<file path="src/rtl/gpioIrqPkg.sv">
package gpioIrqPkg;
  localparam int EDGE_W = 2;
  localparam int EXP_W  = 3;
  localparam int CFG_W  = EDGE_W + EXP_W + 1;
  localparam int CNT_W  = (1 << EXP_W) - 1;

  typedef enum logic [1:0] {
    SEL_STAT_CLR = 2'd0,
    SEL_MASK_SET = 2'd1,
    SEL_MASK_CLR = 2'd2,
    SEL_IDLE     = 2'd3
  } wrSel_e;

  typedef struct packed {
    logic statClr;
    logic maskSet;
    logic maskClr;
  } wrStrobe_t;
endpackage

</file>
<file path="src/rtl/pinEdgeFilter.sv">
module pinEdgeFilter
  import gpioIrqPkg::*;
(
  input  logic             clk,
  input  logic             rstN,
  input  logic             raw,
  input  logic             msTick,
  input  logic [EDGE_W-1:0] edgeSel,
  input  logic [EXP_W-1:0]  expSel,
  input  logic             dbOn,
  output logic             hit
);
  logic             lvl, nxtLvl;
  logic [CNT_W-1:0] cnt, nxtCnt;
  logic [CNT_W-1:0] lastCnt;
  logic             rise, fall;

  assign lastCnt = CNT_W'((1 << expSel) - 1);

  always_comb begin
    nxtLvl = lvl;
    nxtCnt = cnt;
    if (!dbOn) begin
      nxtLvl = raw;
      nxtCnt = '0;
    end else if (raw == lvl) begin
      nxtCnt = '0;
    end else if (msTick) begin
      if (cnt == lastCnt) begin
        nxtLvl = raw;
        nxtCnt = '0;
      end else begin
        nxtCnt = cnt + 1'b1;
      end
    end
  end

  always_ff @(posedge clk) begin
    if (!rstN) begin
      lvl <= 1'b0;
      cnt <= '0;
    end else begin
      lvl <= nxtLvl;
      cnt <= nxtCnt;
    end
  end

  assign rise = nxtLvl & ~lvl;
  assign fall = ~nxtLvl & lvl;
  assign hit  = (edgeSel[0] & rise) | (edgeSel[1] & fall);
endmodule

</file>
<file path="src/rtl/irqWriteCtl.sv">
module irqWriteCtl
  import gpioIrqPkg::*;
(
  input  logic       wrEn,
  input  logic [1:0] wrSel,
  output wrStrobe_t  strobe
);
  wrSel_e selDec;

  always_comb begin
    selDec = wrSel_e'(wrSel);
    strobe = '0;
    if (wrEn) begin
      unique case (selDec)
        SEL_STAT_CLR: strobe.statClr = 1'b1;
        SEL_MASK_SET: strobe.maskSet = 1'b1;
        SEL_MASK_CLR: strobe.maskClr = 1'b1;
        default:      strobe = '0;
      endcase
    end
  end
endmodule

</file>
<file path="src/rtl/irqRegs.sv">
module irqRegs
  import gpioIrqPkg::*;
#(
  parameter int PINS = 8
) (
  input  logic            clk,
  input  logic            rstN,
  input  wrStrobe_t       strobe,
  input  logic [PINS-1:0] wrData,
  input  logic [PINS-1:0] hitVec,
  output logic [PINS-1:0] intStatus,
  output logic [PINS-1:0] intMask,
  output logic            bankIrq
);
  logic [PINS-1:0] clrBits, setMaskBits, clrMaskBits;

  assign clrBits     = strobe.statClr ? wrData : '0;
  assign setMaskBits = strobe.maskSet ? wrData : '0;
  assign clrMaskBits = strobe.maskClr ? wrData : '0;

  always_ff @(posedge clk) begin
    if (!rstN) begin
      intStatus <= '0;
      intMask   <= '1;
    end else begin
      intStatus <= (intStatus & ~clrBits) | hitVec;
      intMask   <= (intMask | setMaskBits) & ~clrMaskBits;
    end
  end

  assign bankIrq = |(intStatus & ~intMask);
endmodule

</file>
<file path="src/rtl/gpioEdgeIrq.sv">
module gpioEdgeIrq
  import gpioIrqPkg::*;
#(
  parameter int PINS = 8
) (
  input  logic              clk,
  input  logic              rstN,
  input  logic [PINS-1:0]   padLevel,
  input  logic              msTick,
  input  logic [PINS*CFG_W-1:0] pinCfg,
  input  logic              wrEn,
  input  logic [1:0]        wrSel,
  input  logic [PINS-1:0]   wrData,
  output logic [PINS-1:0]   intStatus,
  output logic [PINS-1:0]   intMask,
  output logic              bankIrq
);
  wrStrobe_t       strobe;
  logic [PINS-1:0] hitVec;
  logic [PINS-1:0] dbEnVec;

  for (genvar i = 0; i < PINS; i++) begin : g_pin
    logic [CFG_W-1:0] cfg;
    assign cfg        = pinCfg[i*CFG_W +: CFG_W];
    assign dbEnVec[i] = cfg[CFG_W-1];
    pinEdgeFilter u_filt (
      .clk    (clk),
      .rstN   (rstN),
      .raw    (padLevel[i]),
      .msTick (msTick),
      .edgeSel(cfg[EDGE_W-1:0]),
      .expSel (cfg[EDGE_W +: EXP_W]),
      .dbOn   (dbEnVec[i]),
      .hit    (hitVec[i])
    );
  end

  irqWriteCtl u_ctl (
    .wrEn  (wrEn),
    .wrSel (wrSel),
    .strobe(strobe)
  );

  irqRegs #(.PINS(PINS)) u_regs (
    .clk      (clk),
    .rstN     (rstN),
    .strobe   (strobe),
    .wrData   (wrData),
    .hitVec   (hitVec),
    .intStatus(intStatus),
    .intMask  (intMask),
    .bankIrq  (bankIrq)
  );
endmodule

</file>
<file path="config.mk">
export PLATFORM = sky130hd
export DESIGN_NAME = gpioEdgeIrq
export DESIGN_NICKNAME = d
export VERILOG_FILES = /design/src/rtl/gpioIrqPkg.sv /design/src/rtl/pinEdgeFilter.sv /design/src/rtl/irqWriteCtl.sv /design/src/rtl/irqRegs.sv /design/src/rtl/gpioEdgeIrq.sv
export SDC_FILE = /design/constraint.sdc
export NUM_CORES = 1
export LEC_CHECK = 0
export BUFFER_PORTS_ARGS = -buffer_cell sky130_fd_sc_hd__buf_2
export CELL_PAD_IN_SITES_DETAIL_PLACEMENT = 1
export CELL_PAD_IN_SITES_GLOBAL_PLACEMENT = 1
export CORE_ASPECT_RATIO = 1.4
export CORE_MARGIN = 1
export CORE_UTILIZATION = 45
export CTS_BUF_LIST = sky130_fd_sc_hd__clkbuf_2 sky130_fd_sc_hd__clkbuf_4 sky130_fd_sc_hd__clkbuf_8
export DETAILED_ROUTE_END_ITERATION = 7
export PLACE_DENSITY_LB_ADDON = 0.1
export SLEW_MARGIN = 0
export SYNTH_ARGS = -nofsm -noshare
export SYNTH_HDL_FRONTEND = slang
export SYNTH_HIERARCHICAL = 1
export SYNTH_SLANG_ARGS = --single-unit
</file>
<file path="constraint.sdc">
create_clock -name clk -period 3.49 [get_ports clk]
set_input_delay 0.1745 -clock clk [delete_from_list [all_inputs] [get_ports clk]]
set_output_delay 0.1745 -clock clk [all_outputs]
set_load 0.01 [all_outputs]
</file>
==> reports/qor.yml <==
dp_hpwl_um: 12380
finClkSkew_ns: 0.01109
setup_violations: 0
drv_cap: 0
final.setup.worst_slack_ns: 1.337
synth_cell_types: 37
num_vias: 5579
worstHoldPathType: "input port to flip-flop"
crit_chain: "buf_2 > nor2_1 > nand2_1 > ha_1 > or3b_2 > a21oi_1 > a211oi_1 > o41a_1 > a21oi_1 > a21oi_1 > nor2b_1"
clk_pin_slew_ns: 0.09
synth_edf_count: 0
diodes: 0
status: "finished with violations"
worstPathArrival_ns: 2.40
powerDensity_nw_per_um2: 321.4
layout.nets: 880
syn-instance-count: 715
synth_top_flop_cell: "dfxtp_1"
die_h_um: 136.2
num_rows: 48
hold_viol_final: 0
rr_worst_depth: 7
cts_made_buffers: 9
slowest_stage: "a211oi_1"
leakage_uw: 0.002418
drt_iter0_markers: 157
drive_gt1_frac: 0.2003
ys_async_sr_fraction: 0
fin_crit_sh: 0.6168
root_buffer: "clkbuf_8"
worstReg2RegEnd: "u_regs/intStatus[0]"
timing.rr.start: "g_pin[0].u_filt/cnt[0]"
worstHoldStart: "padLevel[0]"
ioPinCount: 87
relSlewSlack: 0.4911
synth_common_cells: "nand2_1, dfxtp_1, a21oi_1, xor2_1"
tns_ns: 0
synth_area_per_cell_um2: 8.097
pre_cts_ws_ns: 0.9873
hold_buffers: 0
clkLatencyLatePin_ns: 0.35
post-synth-top-area-cell: "dfxtp_1"
crit_top_cell: "a21oi_1"
first_global_vias: 5667
rsz0062_at_grt: "no"
postRouteAntennaNets: 0
port_buffers: 86
die_w_um: 97.86
worstMarginPinSlew_ns: 0.7588
cts_tree: "built"
avgViaCountPerCell: 5.879
clk_path_buf_depth: 2
syn_nets: 801
drc: 14
h-tree-depth: 3
drt_wl_total_um: 15960
grt_max_degree: 41
crit_fanout: 10
ir_drop_v: 0.0002518
routabilityCongestion: 0.8200
yosys_warnings: 6
crit_start: "pinCfg[4]"
yosysMostFrequentCell: "nand2_1"
postCtsSetupRepairBufs: 0
grt_overflow: 0
maxSlewViolCount: 0
endpoint_kind: "flip-flop"
area_delta_synth_final_pct: 12.08
start_kind: "input port"
dieArea_um2: 13330
violations: "design-rule violations"
crit_type: "input port to flip-flop"
first_pass_iters: 6
fmax_mhz: 464.6
reg2reg_setup_slack_ns: 1.43
grt_pass1_wl_um: 26870
synth_top_area_frac: 0.2766
seq_area_frac_synth: 0.2766
cts-resized-gates: 0
synth_area_um2: 5789
grt.total_usage: 0.2464
ys_ff_latch: 80
core_um2: 12430
synth_area_leaders: "dfxtp_1, xor2_1, nand2_1, a21oi_1, xnor2_1"
worstSetupEndpoint: "u_regs/intStatus[0]"
min_period_ns: 2.153
avgRoutedWirePerCell_um: 16.81
start_util: 0.4657
max_stage_delay_ns: 0.64
clock_sinks: 80
required_ns: 3.74
grt_antenna_before_repair: 1
[power by group]
part | leakage (µW) | switching (µW) | internal [µW] | total, µW
combinational | 0.00165 | 201 | 136 | 336
sequential | 0.000648 | 23.2 | 930 | 954
clock | 0.000116 | 344 | 452 | 795
[layout by cell type (no fill, tap or decap), types with 24 or more instances in the layout]
cell	Yosys	routed
nand3b_1	24	24
nand2_1	88	88
nor2_1	40	40
buf_2	0	86
nor3_1	40	40
nor2b_1	24	24
inv_1	40	40
a21oi_1	64	64
xnor2_1	24	24
xor2_1	48	48
dfxtp_1	80	80
[sequential cells by signal, summed over array words and instances, names as in the netlist]
register          flops
u_regs/intStatus      8
u_regs/intMask        8
g_pin.u_filt/lvl      8
g_pin.u_filt/cnt     56
[worst max-delay path: cells and delay by family]
| kind | cells | cell delay (ns) |
|---|---|---|
| buf+inv | 1 | 0.16 |
| compound gates | 5 | 1.20 |
| fa+ha+maj | 1 | 0.28 |
| simple gates | 4 | 0.61 |
[metrics by stage]
| step | util | hold WS, ns | total power, µW | std cells | instance area, µm² |
|---|---|---|---|---|---|
| floorplan | - | 0.3027 | 1190 | 715 | 5789 |
| global placement | 0.5030 | 0.4541 | 1292 | 933 | 6254 |
| detailed placement | 0.5030 | 0.4675 | 1311 | 933 | 6254 |
| CTS | 0.5219 | 0.07485 | 2116 | 949 | 6489 |
| global route | 0.5219 | 0.08393 | 2186 | 949 | 6489 |
| finish | 0.5219 | 0.09726 | 2085 | 949 | 6489 |
[cell type report]
type,instances,area (µm²)
fillers,1586,5943
multi-input cells,576,3876
flip-flops and latches,80,1602
repair buffers,87,437.9
well taps,150,187.7
clock buffers,12,158.9
inverters,40,150.1
clock inverters,4,76.32
[cells by family (layout without fill, tap and decap cells)]
| group | after synthesis | in the layout | synth area share |
|---|---|---|---|
| flip-flops | 80 | 80 | 0.2766 |
| multiplexers | 8 | 8 | 0.01383 |
| AND/OR/NAND/NOR | 316 | 316 | 0.3108 |
| AO/OA/AOI/OAI | 164 | 164 | 0.2014 |
| XOR/XNOR | 72 | 72 | 0.1089 |
| adder cells (fa/ha/maj) | 16 | 16 | 0.03458 |
| buffers and inverters | 59 | 143 | 0.05381 |
[worst min path at each step]
| stage | to | slack [ns] | depth (start not counted) |
|---|---|---|---|
| after floorplan | u_regs/intStatus[0] | 0.30 | 1 |
| after global placement | g_pin[4].u_filt/lvl | 0.45 | 3 |
| after detailed placement | g_pin[0].u_filt/lvl | 0.47 | 3 |
| after CTS | g_pin[3].u_filt/lvl | 0.07 | 3 |
| after global routing | g_pin[0].u_filt/lvl | 0.08 | 3 |
| final | g_pin[0].u_filt/lvl | 0.1 | 3 |
[metal layers]
metal / routed length (µm) / GRT usage / vias up
met5: 11 / 0 / -
met2: 8298 / 0.4640 / 90
met3: 558 / 0.03805 / 14
met1: 6953 / 0.2912 / 2705
met4: 134 / 0.05471 / 2
li1: - / - / 2768
No activity file was read; power rests on OpenSTA's default activity.
